**src/rtl/icapPkg.sv**
```systemverilog
package icapPkg;
  typedef enum logic [1:0] {
    EDGE_OFF  = 2'b00,
    EDGE_RISE = 2'b01,
    EDGE_FALL = 2'b10,
    EDGE_ANY  = 2'b11
  } edgeModeT;

  typedef struct packed {
    logic loadCap;
    logic shiftHold;
  } capStrobeT;
endpackage

```
**src/rtl/icapEdgeDetect.sv**
```systemverilog
module icapEdgeDetect #(
  parameter int SYNC_STAGES = 2
) (
  input  logic clk,
  input  logic rstN,
  input  logic pinIn,
  output logic pinRise,
  output logic pinFall
);
  localparam int LAST = SYNC_STAGES - 1;

  logic [SYNC_STAGES-1:0] syncChain;
  logic pinPrev;

  generate
    for (genvar i = 0; i < SYNC_STAGES; i++) begin : gSync
      if (i == 0) begin : gFirst
        always_ff @(posedge clk or negedge rstN)
          if (!rstN) syncChain[i] <= 1'b0;
          else       syncChain[i] <= pinIn;
      end else begin : gRest
        always_ff @(posedge clk or negedge rstN)
          if (!rstN) syncChain[i] <= 1'b0;
          else       syncChain[i] <= syncChain[i-1];
      end
    end
  endgenerate

  always_ff @(posedge clk or negedge rstN)
    if (!rstN) pinPrev <= 1'b0;
    else       pinPrev <= syncChain[LAST];

  assign pinRise = syncChain[LAST] & ~pinPrev;
  assign pinFall = ~syncChain[LAST] & pinPrev;

  // a rising edge can not be reported twice in a row
  a_r2_no_double_rise: assert property (@(posedge clk) disable iff (!rstN)
    pinRise |=> !pinRise);
  a_r2_no_double_fall: assert property (@(posedge clk) disable iff (!rstN)
    pinFall |=> !pinFall);
endmodule

```
**src/rtl/icapControl.sv**
```systemverilog
module icapControl
  import icapPkg::*;
(
  input  logic      clk,
  input  logic      rstN,
  input  logic      pinRise,
  input  logic      pinFall,
  input  logic      edgeSelWr,
  input  logic [1:0] edgeSelData,
  input  logic      noOverwrite,
  input  logic      capRdStb,
  input  logic      holdRdStb,
  input  logic      flagClrWr,
  input  logic      flagClrData,
  output capStrobeT strobes,
  output logic      capFlag
);
  edgeModeT edgeMode;
  logic capFull, holdFull, lockQ;
  logic edgeEv, capLeft, holdLeft, lockLeft, accept, haveData, flagSet, flagClr;

  always_comb begin
    case (edgeMode)
      EDGE_RISE: edgeEv = pinRise;
      EDGE_FALL: edgeEv = pinFall;
      EDGE_ANY:  edgeEv = pinRise | pinFall;
      default:   edgeEv = 1'b0;
    endcase
    capLeft   = capFull & ~capRdStb;
    holdLeft  = holdFull & ~holdRdStb;
    lockLeft  = lockQ & (capLeft | holdLeft);
    accept    = edgeEv & ~edgeSelWr & ~(noOverwrite & lockLeft);
    haveData  = capLeft | holdLeft;
    flagSet   = accept & haveData;
    flagClr   = flagClrWr & flagClrData;
    strobes.loadCap   = accept;
    strobes.shiftHold = accept & capLeft;
  end

  always_ff @(posedge clk or negedge rstN) begin
    if (!rstN) begin
      edgeMode <= EDGE_OFF;
      capFull  <= 1'b0;
      holdFull <= 1'b0;
      lockQ    <= 1'b0;
    end else if (edgeSelWr) begin
      edgeMode <= edgeModeT'(edgeSelData);
      capFull  <= 1'b0;
      holdFull <= 1'b0;
      lockQ    <= 1'b0;
    end else if (accept) begin
      capFull  <= 1'b1;
      holdFull <= holdLeft | capLeft;
      lockQ    <= haveData;
    end else begin
      capFull  <= capLeft;
      holdFull <= holdLeft;
      lockQ    <= lockLeft;
    end
  end

  always_ff @(posedge clk or negedge rstN)
    if (!rstN)        capFlag <= 1'b0;
    else if (flagSet) capFlag <= 1'b1;
    else if (flagClr) capFlag <= 1'b0;

  // a mode write leaves the queue empty
  a_r3_mode_write_empties: assert property (@(posedge clk) disable iff (!rstN)
    edgeSelWr |=> (!capFull && !holdFull && !lockQ));
  // an edge into an empty queue leaves the flag as it was
  a_r4_first_edge_silent: assert property (@(posedge clk) disable iff (!rstN)
    (strobes.loadCap && !capFull && !holdFull && !(flagClrWr && flagClrData))
      |=> capFlag == $past(capFlag));
  // a full, unread queue in no-overwrite mode takes no edge
  a_r6_frozen_when_full: assert property (@(posedge clk) disable iff (!rstN)
    (noOverwrite && capFull && holdFull && !capRdStb && !holdRdStb) |-> !strobes.loadCap);
  // a clear with no competing set drops the flag
  a_r8_clear_works: assert property (@(posedge clk) disable iff (!rstN)
    (flagClrWr && flagClrData && !strobes.loadCap) |=> !capFlag);
  // set wins over clear
  a_r8_set_wins: assert property (@(posedge clk) disable iff (!rstN)
    (strobes.loadCap && (capLeft || holdLeft)) |=> capFlag);
endmodule

```
**src/rtl/icapDatapath.sv**
```systemverilog
module icapDatapath
  import icapPkg::*;
#(
  parameter int WIDTH = 16
) (
  input  logic             clk,
  input  logic             rstN,
  input  capStrobeT        strobes,
  input  logic [WIDTH-1:0] timerCount,
  output logic [WIDTH-1:0] capValue,
  output logic [WIDTH-1:0] holdValue
);
  always_ff @(posedge clk or negedge rstN) begin
    if (!rstN) begin
      capValue  <= '0;
      holdValue <= '0;
    end else begin
      if (strobes.shiftHold) holdValue <= capValue;
      if (strobes.loadCap)   capValue  <= timerCount;
    end
  end

  // the shifted value is the old capture value
  a_r5_shift_carries_old: assert property (@(posedge clk) disable iff (!rstN)
    strobes.shiftHold |=> holdValue == $past(capValue));
  // without a load the capture register holds still
  a_r6_cap_stable: assert property (@(posedge clk) disable iff (!rstN)
    !strobes.loadCap |=> $stable(capValue));
  // without a shift the holding register holds still
  a_r7_hold_stable: assert property (@(posedge clk) disable iff (!rstN)
    !strobes.shiftHold |=> $stable(holdValue));
endmodule

```
**src/rtl/icapBufChannel.sv**
```systemverilog
module icapBufChannel
  import icapPkg::*;
#(
  parameter int WIDTH       = 16,
  parameter int SYNC_STAGES = 2
) (
  input  logic             clk,
  input  logic             rstN,
  input  logic [WIDTH-1:0] timerCount,
  input  logic             pinIn,
  input  logic             edgeSelWr,
  input  logic [1:0]       edgeSelData,
  input  logic             noOverwrite,
  input  logic             capRdStb,
  input  logic             holdRdStb,
  input  logic             flagClrWr,
  input  logic             flagClrData,
  output logic [WIDTH-1:0] capValue,
  output logic [WIDTH-1:0] holdValue,
  output logic             capFlag
);
  logic pinRise, pinFall;
  capStrobeT strobes;

  icapEdgeDetect #(.SYNC_STAGES(SYNC_STAGES)) uEdge (
    .clk(clk), .rstN(rstN), .pinIn(pinIn), .pinRise(pinRise), .pinFall(pinFall)
  );

  icapControl uCtrl (
    .clk(clk), .rstN(rstN), .pinRise(pinRise), .pinFall(pinFall),
    .edgeSelWr(edgeSelWr), .edgeSelData(edgeSelData), .noOverwrite(noOverwrite),
    .capRdStb(capRdStb), .holdRdStb(holdRdStb),
    .flagClrWr(flagClrWr), .flagClrData(flagClrData),
    .strobes(strobes), .capFlag(capFlag)
  );

  icapDatapath #(.WIDTH(WIDTH)) uData (
    .clk(clk), .rstN(rstN), .strobes(strobes), .timerCount(timerCount),
    .capValue(capValue), .holdValue(holdValue)
  );
endmodule

```
**config.mk**
```make
export PLATFORM = sky130hd
export DESIGN_NAME = icapBufChannel
export DESIGN_NICKNAME = d
export VERILOG_FILES = /design/src/rtl/icapPkg.sv /design/src/rtl/icapEdgeDetect.sv /design/src/rtl/icapControl.sv /design/src/rtl/icapDatapath.sv /design/src/rtl/icapBufChannel.sv
export SDC_FILE = /design/constraint.sdc
export NUM_CORES = 1
export LEC_CHECK = 0
export CORE_MARGIN = 2
export CORE_UTILIZATION = 30
export CTS_CLUSTER_DIAMETER = 40
export DETAILED_ROUTE_END_ITERATION = 10
export GPL_TIMING_DRIVEN = 1
export PLACE_DENSITY = 0.69
export SLEW_MARGIN = 15
export SYNTH_ARGS = -nofsm -noshare
export SYNTH_HDL_FRONTEND = slang
export SYNTH_SLANG_ARGS = --single-unit
export TNS_END_PERCENT = 20
```
**constraint.sdc**
```tcl
create_clock -name clk -period 4.4 [get_ports clk]
set_clock_uncertainty 0.05 [all_clocks]
set_input_delay 0.66 -clock clk [delete_from_list [all_inputs] [get_ports clk]]
set_output_delay 0.66 -clock clk [all_outputs]
set_load 0.01 [all_outputs]
```
After elaboration in Yosys (flattened, before gate mapping) --
Cells that the tools add are included.
Operators by class: equal/unequal tests 3, mux-type cells 9, bitwise operators 19, reduce and logical (&&, ||, !) cells 1
Operators by type and width (number):
- $and A1 B1 Y1 | 11
- $mux W1 | 8
- $not A1 Y1 | 6
- $eq A2 B2 Y1 const B | 2
- $pmux W1 S3 | 1
- $eq A2 B1 Y1 const B | 1
- $or A1 B1 Y1 | 2
- $reduce_bool A2 Y1 | 1
Storage, ports and cells: register bits 41, input bits 27, output and inout bits 33, word-level logic and storage cells 42

Logic depth before layout (Yosys ltp) --
Gate-level depths: netlist (run 1).
depth after elaboration 9, gate-level depth with buffers 8

By module --
From an unflattened synthesis (run 1), not the netlist that was laid out.
Second synthesis, totals: cells, all modules 99, area total of the unflattened synthesis 1679.1 µm²
By module, submodules not included:
- icapDatapath | instances 1, cells each 68, area an instance 1298.7 µm², sequential area each 800.8 µm²
- icapControl | instances 1, cells each 26, area an instance 290.3 µm², sequential area each 150.1 µm²
- icapEdgeDetect | instances 1, cells each 5, area an instance 90.1 µm², sequential area each 75.1 µm²

Least setup slack after synthesis (run 1) --
Ideal clock, no wire load.
path type register to register, from reg uEdge.pinPrev, to reg uData.capValue[10], setup time 125 ps, arrival time 1768 ps, required time 4225 ps, slack 2457 ps, stages on the path, launching flop included 9, period minus slack after synthesis 1943 ps, cell sequence dfrtp_1 -> inv_1 -> ha_1 -> nand2b_1 -> a31oi_4 -> o211a_1 -> buf_6 -> buf_12 -> mux2_4
On the way: longest elaborated chain between the ends 6
Ends and longest elaborated chain:
- start, declared | line icapEdgeDetect.sv:13 | logic pinPrev;
- start signal, assigned | line icapEdgeDetect.sv:31 | else pinPrev <= syncChain[LAST];
- $not A1 Y1 | line icapEdgeDetect.sv:33 | assign pinRise = syncChain[LAST] & ~pinPrev;
- $and A1 B1 Y1 | line icapEdgeDetect.sv:33
- $or A1 B1 Y1 | line icapControl.sv:26 | EDGE_ANY: edgeEv = pinRise | pinFall;
- $pmux W1 S3 * | line icapControl.sv:23 | case (edgeMode)
- $and A1 B1 Y1 * (2 in series) | line icapControl.sv:32 | accept = edgeEv & ~edgeSelWr & ~(noOverwrite & lockLeft);
- end signal, assigned | line icapDatapath.sv:19 | if (strobes.loadCap) capValue <= timerCount;
- end, declared | line icapDatapath.sv:10 | output logic [WIDTH-1:0] capValue,
Every way passes the cells marked *; elsewhere a longest branch is shown, timed or not. A chain may end at the register's enable or synchronous reset.

Worst setup path in the final report (run 1) --
from in capRdStb, to reg uData.capValue[5]
On the way: longest elaborated chain between the ends 7
Ends and longest elaborated chain:
- start, declared | line icapBufChannel.sv:14 | input logic capRdStb,
- $not A1 Y1 | line icapControl.sv:29 | capLeft = capFull & ~capRdStb;
- $and A1 B1 Y1 | line icapControl.sv:29
- $or A1 B1 Y1 | line icapControl.sv:31 | lockLeft = lockQ & (capLeft | holdLeft);
- $and A1 B1 Y1 | line icapControl.sv:31
- $and A1 B1 Y1 | line icapControl.sv:32
- $not A1 Y1 | line icapControl.sv:32
- $and A1 B1 Y1 | line icapControl.sv:32
Every way passes these cells.

==> metrics.csv, run 1 <==
stage;metric;value;unit
floorplan;start_util;30.9;%
detailed_routing;num_vias;1026;
global_routing;grt_pass1_wl;5780;um
global_routing;grt_max_degree;42;
timing;slew_headroom;40.5;%
timing;timing.fmax;391;MHz
global_routing;overflow;0;
synthesis;synth_fp_nets;129;
timing;hold_viol;0;
worst_setup_path;worstSetupEndpointType;register;
synthesis;synth.distinct_cells;21;
floorplan;die_w;79.3;um
cts;clk_pin_slew_worst_paths;0.07;ns
detailed_routing;avgViaCountPerCell;4.38;
timing;min_period;2.56;ns
power_and_ir_drop;power_density;523;mW/mm2
final_layout;area_growth;41.5;%
detailed_routing;route.antenna.remaining_nets;0;
timing;setup_violations;0;
floorplan;die_height;79.3;um
cts;h-tree-depth;2;
floorplan;die_area;0.00629;mm2
cts;clockRootBuffer;clkbuf_8;
worst_setup_path;cp_slowest_cell;o211a_1;
cts;hold_buffers;0;
place;gp_congestion;0.648;
detailed_routing;firstDrtPassIters;4;
worst_setup_path;cp-start-kind;input pin;
final_layout;antenna_cells;0;
synthesis;synth_top_area_share;60.3;%
synthesis;ys_seq_area_share;60.3;%
detailed_routing;wl_per_cell;15.6;um
synthesis;postSynthAreaPerCell;17.0;um2
power_and_ir_drop;p_leak;1.09;nW
synthesis;syn_area;0.00170;mm2
final_layout;nets;192;
synthesis;synth_warnings;0;
cts;cts_buffers;5;
job;drv_cap;0;
worst_setup_path;path_cells;clkdlybuf4s50_1, and2b_2, nor2_1, o211a_1, mux2_2;
detailed_routing;drt_iter0_markers;25;
worst_setup_path;worstSetupPathType;input pin to register;
worst_setup_path;critPathMaxFanout;17;
worst_setup_path;cp_slowest_stage_delay;0.74;ns
min_path;worst_hold_path_type;register to register;
timing;slew_violations;0;
place;post-dp-hpwl;2630;um
timing;finalCritPeriodShare;58.1;%
floorplan;fp-row-count;27;
cts;ctsResizeCount;0;
cts;post_cts_buffers;0;
detailed_routing;drc_errors;0;
timing;fin_tns_setup;0;ns
place;placed_area;0.00233;mm2
worst_setup_path;cp.required;4.52;ns
global_routing;grt_usage;12.4;%
synthesis;postSynthCellCount;100;
floorplan;pin_count;60;
cts;clk_latency;0.29;ns
synthesis;ys_ff_latch;41;
place;portBuffers;59;
cts;cts_buffer_depth;2;
synthesis;yosys-top-cells-area;dfrtp_1 (60%), mux2_4 (17%), mux2_2 (9.9%), ha_1 (1.5%), buf_6 (1.3%);
global_routing;first_global_vias;1171;
detailed_routing;wl;3640;um
cts;tritoncts;yes;
final_layout;layout-drive-gt1-share;27.8;%
timing;worstMarginPinSlew;0.892;ns
synthesis;yosysTopAreaCell;dfrtp_1;
floorplan;core_area;0.00551;mm2
cts;clkSinkCount;41;
final_layout;design_area;0.00241;mm2
worst_setup_path;arrival;2.68;ns
outcome;status;finished clean;
timing;rsz0062_at_grt;false;
power_and_ir_drop;max-vdd-ir-drop;236;uV
global_routing;grt_antenna_before_repair;0;
## state kept, by name (all words and copies together) (netlist names)
register,flops
uEdge.pinPrev,1
uCtrl.lockQ,1
uData.holdValue,16
uCtrl.capFull,1
uCtrl.holdFull,1
uData.capValue,16
uCtrl.capFlag,1
uEdge.syncChain,2
uCtrl.edgeMode,2
## power breakdown
part	internal (mW)	switching, mW	total [mW]
logic	0.319	0.153	0.472
registers	0.488	0.0768	0.565
clock network	0.104	0.120	0.224
## synthesized netlist by cell type
cell type	n
nand2b_1	1
o21a_1	1
a32o_1	1
a31oi_4	1
and2b_2	1
inv_1	3
mux2_2	15
a31oi_1	1
nand4_4	1
nor2b_1	1
nor2_1	3
o211a_1	1
ha_1	2
buf_12	1
nand2b_4	1
mux2_4	19
nand2_1	2
a21o_1	1
a21oi_1	1
dfrtp_1	41
buf_6	2
## kinds of logic (layout without fill, tap and decap cells)
family          Yosys count  count (layout)  synth area share (%)
mux                      34              34                  26.7
fa+ha+maj                 2               2                  1.47
simple gates             10              10                  4.41
flops                    41              41                  60.3
compound gates            7               7                  3.97
buf+inv                   6              68                  3.16
## cell usage in the layout (no fill, tap or decap), drive strengths merged
master / synthesis / routed
clkinv: 0 / 1
and2b: 1 / 1
clkdlybuf4s50: 0 / 58
a21oi: 1 / 1
nor2: 3 / 3
buf: 3 / 1
o21a: 1 / 1
nand4: 1 / 1
mux2: 34 / 34
a21o: 1 / 1
dfrtp: 41 / 41
nand2: 2 / 2
ha: 2 / 2
a32o: 1 / 1
a31oi: 2 / 2
o211a: 1 / 1
nor2b: 1 / 1
inv: 3 / 3
nand2b: 2 / 2
clkbuf: 0 / 5
## layer usage
metal  GRT usage (%)  vias up  share of wire (%)
li1                -      469                  -
met1            13.2      523                 38
met2            22.9       31                 57
met3            3.52        3                4.5
met4            4.66        0               0.44
met5               0        -                  0
## worst paths after layout
path	start	end	slack, ns	cells past startpoint
max reg2reg	uEdge.pinPrev$_DFF_PN0_	uData.capValue[5]$_DFFE_PN0P_	1.94	6
max in group asynchronous	rstN	uEdge.syncChain[1]$_DFF_PN0_	3.30	1
max	capRdStb	uData.capValue[5]$_DFFE_PN0P_	1.84	5
min in group asynchronous	rstN	uData.holdValue[14]$_DFFE_PN0P_	0.44	1
min reg2reg	uEdge.syncChain[0]$_DFF_PN0_	uEdge.syncChain[1]$_DFF_PN0_	0.30	0
min	uEdge.syncChain[0]$_DFF_PN0_	uEdge.syncChain[1]$_DFF_PN0_	0.30	0
## worst max-delay path: cells and delay by family
kind	cells	cell delay (ns)
compound gates	1	0.74
mux	1	0.42
buf+inv	1	0.46
simple gates	2	0.40
## layout make-up
cell class              instances  area (um2)
clock buffers                   5        68.8
clock inverters                 1        5.00
fillers                       503        3100
inverters                       3        11.3
multi-input cells              53         622
flip-flops and latches         41        1030
well taps                      72        90.1
repair buffers                 59         586
## per-stage QoR
| stage | instances | total power [mW] | utilization, % | setup WS, ns | hold WS [ns] |
|---|---|---|---|---|---|
| final | 234 | 1.26 | 43.7 | 1.84 | 0.300 |
| after global routing | 234 | 1.33 | 43.7 | 1.72 | 0.321 |
| after CTS | 234 | 1.28 | 43.7 | 1.81 | 0.302 |
| after detailed placement | 228 | 1.05 | 42.4 | 1.52 | 0.286 |
| after global placement | 228 | 1.03 | 42.4 | 1.60 | 0.286 |
| after floorplan | 100 | 0.769 | - | 2.46 | 0.281 |
(Power assumes the default switching activity.)
==> inputs of run 2 (changes only) <==
--- a/config.mk
+++ b/config.mk
@@ -10,7 +10,7 @@
 export CTS_CLUSTER_DIAMETER = 40
 export DETAILED_ROUTE_END_ITERATION = 10
 export GPL_TIMING_DRIVEN = 1
-export PLACE_DENSITY = 0.69
+export PLACE_DENSITY = 0.71
 export SLEW_MARGIN = 15
 export SYNTH_ARGS = -nofsm -noshare
 export SYNTH_HDL_FRONTEND = slang
==> constraint.sdc (replaced) <==
create_clock -name clk -period 2.2 [get_ports clk]
set_clock_uncertainty 0.05 [all_clocks]
set_input_delay 0.33 -clock clk [delete_from_list [all_inputs] [get_ports clk]]
set_output_delay 0.33 -clock clk [all_outputs]
set_load 0.01 [all_outputs]
==> run 2 against run 1 <==
Compared with the run above: count of clock-buffer cells in the layout did not move; combinational power rose by 100%; via count rose by 0.58%; critical endpoint is now uData.capValue[1]$_DFFE_PN0P_.
==> metrics.csv, run 2 (synthesis results as in run 1) <==
stage;metric;value;unit;change
outcome;status;finished clean;;
floorplan;die_height;79.3;um;unchanged
detailed_routing;wl;3470;um;-4.8%
detailed_routing;num_vias;1032;;+0.58%
worst_setup_path;critPathMaxFanout;17;;unchanged
cts;tritoncts;yes;;
floorplan;core_area;0.00551;mm2;unchanged
power_and_ir_drop;power_density;1110;mW/mm2;+110%
detailed_routing;drc_errors;0;;unchanged
place;portBuffers;59;;unchanged
cts;clk_latency;0.30;ns;about the same
cts;clkSinkCount;41;;unchanged
floorplan;die_w;79.3;um;unchanged
final_layout;top_regs;uData.capValue (16), uData.holdValue (16);;
detailed_routing;wl_per_cell;14.3;um;-7.9%
final_layout;layout-drive-gt1-share;30.6;%;+2.8 points
timing;slew_violations;0;;unchanged
worst_setup_path;cp-start-kind;register;;
detailed_routing;drt_iter0_markers;32;;+28%
min_path;worst_hold_path_type;register to register;;
global_routing;grtUsageMet1;15.1;%;+1.9 points
final_layout;area_growth;49.6;%;
power_and_ir_drop;max-vdd-ir-drop;442;uV;+87%
timing;min_period;2.00;ns;
global_routing;overflow;0;;unchanged
timing;rsz0062_at_grt;false;;
cts;h-tree-depth;2;;unchanged
job;drv_cap;0;;unchanged
final_layout;nets;198;;+3.1%
place;preCtsSetupSlack;0.108;ns;-1.41 ns
timing;worst_slack;0.197;ns;-1.65 ns
timing;hold_viol;0;;unchanged
final_layout;antenna_cells;0;;unchanged
cts;clockRootBuffer;clkbuf_8;;
global_routing;grt_use_met2;19.5;%;-3.4 points
timing;slew_headroom;64.7;%;+24 points
floorplan;fp-row-count;27;;unchanged
cts;cts_buffer_depth;2;;unchanged
detailed_routing;firstDrtPassIters;2;;-2
global_routing;grt_antenna_before_repair;0;;unchanged
timing;fin_tns_setup;0;ns;unchanged
place;placed_area;0.00238;mm2;+1.8%
final_layout;design_area;0.00254;mm2;+5.7%
global_routing;first_global_vias;1130;;-3.5%
global_routing;grt_usage;11.8;%;-0.53 points
global_routing;grt_max_degree;24;;-43%
final_layout;layout_commonest_cell;clkdlybuf4s50_1;;
detailed_routing;avgViaCountPerCell;4.26;;-2.7%
detailed_routing;route.antenna.remaining_nets;0;;unchanged
global_routing;top_usage_layer;met2;;
timing;worstMarginPinSlew;0.529;ns;-0.363 ns
place;gp_congestion;0.707;;+9.0%
global_routing;grt_pass1_wl;5690;um;-1.6%
worst_setup_path;cp.required;2.33;ns;-2.19 ns
global_routing;gr-usage-met3;2.27;%;-1.2 points
timing;timing.fmax;499;MHz;
floorplan;start_util;30.9;%;unchanged
worst_setup_path;worstSetupPathType;register to register;;
floorplan;die_area;0.00629;mm2;unchanged
timing;finalCritPeriodShare;91.0;%;
cts;cts_buffers;5;;unchanged
cts;clk_pin_slew_worst_paths;0.08;ns;about the same
place;post-dp-hpwl;2410;um;-8.1%
worst_setup_path;arrival;2.14;ns;-0.54 ns
power_and_ir_drop;p_leak;1.15;nW;+6.1%
floorplan;pin_count;60;;unchanged
worst_setup_path;worstSetupEndpointType;register;;
final_layout;final_cell_mix;clkdlybuf4s50_1 (58), dfrtp_1 (41), mux2_4 (19);;
timing;setup_violations;0;;unchanged
run 2: cell types whose count changed in the layout (fill, tap and decap cells not counted):
cell / change
dlygate4sd3_1: +1
inv_6: +1
buf_12: +2
clkinv_2: -1
bufinv_16: +2
buf_4: +3
run 2: final cells by class:
type,count,area (um2)
Timing Repair Buffer,65,658
Inverter,3,11.3
Sequential cell,41,1030
Clock inverter,3,68.8
Multi-Input combinational cell,53,622
Fill cell,485,2960
Tap cell,72,90.1
Clock buffer,5,68.8
run 2: per-layer routing:
layer | routed length (um) | share of wire, %
met3 | 120 | 3.5
met2 | 1760 | 51
met1 | 1530 | 44
met5 | 0 | 0
met4 | 56 | 1.6
run 2: through the flow:
stage                     power [mW]  utilization (%)  instances  hold WS (ns)
after floorplan                 1.54                -        100       -0.0156
after global placement          2.08             43.2        232         0.284
after detailed placement        2.10             43.2        232         0.286
after CTS                       2.85             45.9        241         0.309
after global routing            2.96             46.2        242         0.315
final                           2.81             46.2        242         0.303
run 2: critical path: stages (launching register included):
cell and delay (ns):
dfrtp_1 0.40, ha_1 0.27, nand2b_1 0.18, a31oi_4 0.25, o211a_1 0.23, buf_12 0.18, mux2_2 0.34
run 2: final timing paths:
check / from / to / slack, ns / cells after the start
min in group asynchronous: rstN / uData.capValue[8]$_DFFE_PN0P_ / 0.49 / 2
max: uEdge.syncChain[1]$_DFF_PN0_ / uData.capValue[1]$_DFFE_PN0P_ / 0.20 / 6
min reg2reg: uEdge.syncChain[0]$_DFF_PN0_ / uEdge.syncChain[1]$_DFF_PN0_ / 0.30 / 0
max reg2reg: uEdge.syncChain[1]$_DFF_PN0_ / uData.capValue[1]$_DFFE_PN0P_ / 0.20 / 6
max in group asynchronous: rstN / uEdge.syncChain[1]$_DFF_PN0_ / 1.05 / 3
min: uEdge.syncChain[0]$_DFF_PN0_ / uEdge.syncChain[1]$_DFF_PN0_ / 0.30 / 0
run 2: power by group:
part | switching, mW | leakage [nW] | internal [mW]
clock network | 0.283 | 0.0687 | 0.457
logic | 0.302 | 0.580 | 0.650
registers | 0.148 | 0.504 | 0.975
run 2: what timing repair did:
item / in CTS / in global routing
hold buffers: 1 / 0
endpoints found under the hold margin: 21 / 0
setup endpoints to repair: 0 / 15
setup buffers: 0 / 1
gates resized for setup: 0 / 0
==> inputs of run 3 (changes only) <==
--- a/config.mk
+++ b/config.mk
@@ -5,11 +5,12 @@
 export SDC_FILE = /design/constraint.sdc
 export NUM_CORES = 1
 export LEC_CHECK = 0
+export CORE_ASPECT_RATIO = 0.8
 export CORE_MARGIN = 2
 export CORE_UTILIZATION = 30
 export CTS_CLUSTER_DIAMETER = 40
 export DETAILED_ROUTE_END_ITERATION = 10
-export GPL_TIMING_DRIVEN = 1
+export GPL_TIMING_DRIVEN = 0
 export PLACE_DENSITY = 0.71
 export SLEW_MARGIN = 15
 export SYNTH_ARGS = -nofsm -noshare
==> run 3 against run 2 <==
Compared with the run above: hold slack worse by 0.0072 ns; total power shrank 8.8%; die area barely moved; sequential cell count is the same; sequential share of layout area up 0.40 points; critical endpoint is now uData.capValue[8]$_DFFE_PN0P_; largest cell class unchanged; highest routed layer unchanged.
==> metrics.csv, run 3 (synthesis results as in run 1) <==
stage;metric;value;unit;change
outcome;status;finished clean;;
power_and_ir_drop;power_density;1020;mW/mm2;-7.9%
detailed_routing;avgViaCountPerCell;4.17;;-2.3%
detailed_routing;wl;3300;um;-4.9%
worst_setup_path;cp_slowest_cell;dfrtp_1;;
floorplan;start_util;31.1;%;+0.23 points
timing;slew_violations;0;;unchanged
global_routing;overflow;0;;unchanged
place;gp_congestion;0.674;;-4.7%
floorplan;die_area;0.00629;mm2;about the same
global_routing;grt_antenna_before_repair;0;;unchanged
floorplan;fp-row-count;24;;-11%
cts;clk_pin_slew_worst_paths;0.08;ns;about the same
place;placedCellCount;238;;+2.6%
final_layout;instances_no_fill;247;;+2.1%
final_layout;top_regs;uData.capValue (16), uData.holdValue (16);;
cts;cts_buffer_depth;2;;unchanged
global_routing;grt_pass1_wl;5380;um;-5.6%
final_layout;layout-drive-gt1-share;30.2;%;-0.41 points
timing;min_period;2.09;ns;+0.0878 ns
final_layout;regArea;0.00103;mm2;unchanged
cts;ctsResizeCount;0;;unchanged
place;post-dp-hpwl;2420;um;+0.44%
timing;slew_headroom;66.9;%;+2.2 points
timing;hold_viol;0;;unchanged
final_layout;nets;198;;unchanged
cts;tritoncts;yes;;
worst_setup_path;cp.required;2.32;ns;about the same
power_and_ir_drop;max-vdd-ir-drop;499;uV;+13%
cts;clkSinkCount;41;;unchanged
final_layout;area_growth;48.1;%;
floorplan;die_height;71.4;um;-10%
detailed_routing;firstDrtPassIters;4;;+2
worst_setup_path;path_cells;inv_1, ha_1, nand2b_1, a31oi_4, o211a_1, buf_6, buf_12, mux2_4;;
job;drv_cap;0;;unchanged
floorplan;pin_count;60;;unchanged
timing;worstMarginPinSlew;0.496;ns;-0.0324 ns
cts;cts_buffers;5;;unchanged
final_layout;layout_commonest_cell;clkdlybuf4s50_1;;
timing;setup_violations;0;;unchanged
detailed_routing;drt_iter0_markers;42;;+31%
final_layout;antenna_cells;0;;unchanged
cts;h-tree-depth;2;;unchanged
place;portBuffers;59;;unchanged
detailed_routing;num_vias;1029;;-0.29%
cts;clk_latency;0.29;ns;about the same
floorplan;core_area;0.00547;mm2;-0.75%
floorplan;die_w;88.2;um;+11%
worst_setup_path;arrival;2.21;ns;+0.07 ns
global_routing;grt_usage;11.5;%;-0.37 points
power_and_ir_drop;p_leak;1.13;nW;-1.8%
final_layout;final_util;46.1;%;-0.11 points
detailed_routing;drc_errors;0;;unchanged
timing;finalCritPeriodShare;95.0;%;+4.0 points
worst_setup_path;worstSetupEndpointType;register;;
worst_setup_path;cp-start-kind;register;;
detailed_routing;route.antenna.remaining_nets;0;;unchanged
worst_setup_path;critPathMaxFanout;10;;-7
final_layout;multiInputGateArea;622;um2;unchanged
global_routing;first_global_vias;1115;;-1.3%
final_layout;final_cell_mix;clkdlybuf4s50_1 (58), dfrtp_1 (41), mux2_4 (19);;
timing;rsz0062_at_grt;false;;
global_routing;grt_max_degree;23;;-4.2%
cts;clockRootBuffer;clkbuf_8;;
timing;timing.fmax;478;MHz;-4.2%
min_path;worst_hold_path_type;register to register;;
detailed_routing;wl_per_cell;13.4;um;-6.8%
worst_setup_path;cp_slowest_stage_delay;0.35;ns;-0.05 ns
worst_setup_path;worstSetupPathType;register to register;;
final_layout;nFillCells;507;;+4.5%
run 3: changes by cell type in the layout (fill, tap and decap cells not counted):
cell | before | now
buf_4 | 3 | 1
buf_6 | 0 | 2
bufinv_16 | 2 | 0
buf_12 | 2 | 1
buf_16 | 0 | 1
clkbuf_8 | 5 | 6
clkinvlp_4 | 0 | 1
inv_6 | 1 | 0
run 3: area by class of cell:
class / instances / share of cell area (%)
flip-flops and latches: 41 / 40.7
repair buffers: 62 / 25.0
multi-input cells: 53 / 24.7
well taps: 78 / 3.87
clock buffers: 6 / 3.28
plain buffers: 3 / 1.69
inverters: 3 / 0.447
clock inverters: 1 / 0.298
run 3: per-stage QoR:
stage | total power, mW | area [um2] | worst slack, ns | hold slack (ns) | TNS [ns]
final | 2.57 | 2520 | 0.109 | 0.296 | 0
after global routing | 2.71 | 2520 | 0.00151 | 0.312 | 0
after CTS | 2.60 | 2510 | 0.0907 | 0.299 | 0
after detailed placement | 2.10 | 2410 | 0.0110 | 0.270 | 0
after global placement | 2.07 | 2390 | -0.333 | 0.287 | -13.59
after floorplan | 1.54 | 1700 | 0.257 | -0.0156 | 0
run 3: where the power goes:
| part | switching, mW | leakage (nW) | internal [mW] |
|---|---|---|---|
| clock network | 0.246 | 0.0433 | 0.248 |
| logic | 0.302 | 0.585 | 0.658 |
| registers | 0.138 | 0.504 | 0.975 |
| total | 0.686 | 1.13 | 1.88 |
run 3: worst paths after layout:
path,startpoint,to,slack (ns),depth (start not counted)
min reg2reg,uEdge.syncChain[0]$_DFF_PN0_,uEdge.syncChain[1]$_DFF_PN0_,0.30,0
min in group asynchronous,rstN,uCtrl.edgeMode[1]$_DFFE_PN0P_,0.49,2
max in group asynchronous,rstN,uData.holdValue[6]$_DFFE_PN0P_,1.13,3
min,uEdge.syncChain[0]$_DFF_PN0_,uEdge.syncChain[1]$_DFF_PN0_,0.30,0
max reg2reg,uEdge.pinPrev$_DFF_PN0_,uData.capValue[8]$_DFFE_PN0P_,0.11,8
max,uEdge.pinPrev$_DFF_PN0_,uData.capValue[8]$_DFFE_PN0P_,0.11,8
run 3: worst max-delay path, delay by kind of cell, from the launching register on:
family                     cells  cell delay, ns
AOI/OAI and AO/OA              2            0.47
adders and majority gates      1            0.27
buffers and inverters          3            0.36
DFF                            1            0.35
muxes                          1            0.30
and+or+nand+nor                1            0.17
run 3: routing by layer:
layer,up-vias,part of all wire [%],GRT usage [%]
met3,4,4.4,2.53
met4,0,1.4,5.05
met1,508,47,15.3
li1,485,-,-
met2,32,47,18.0
met5,-,0,0
run 3: timing repair:
| item | CTS | global route |
|---|---|---|
| endpoints found under the setup margin | 0 | 4 |
| setup buffers | 0 | 1 |
| hold buffers | 1 | 0 |
| endpoints found under the hold margin | 19 | 0 |
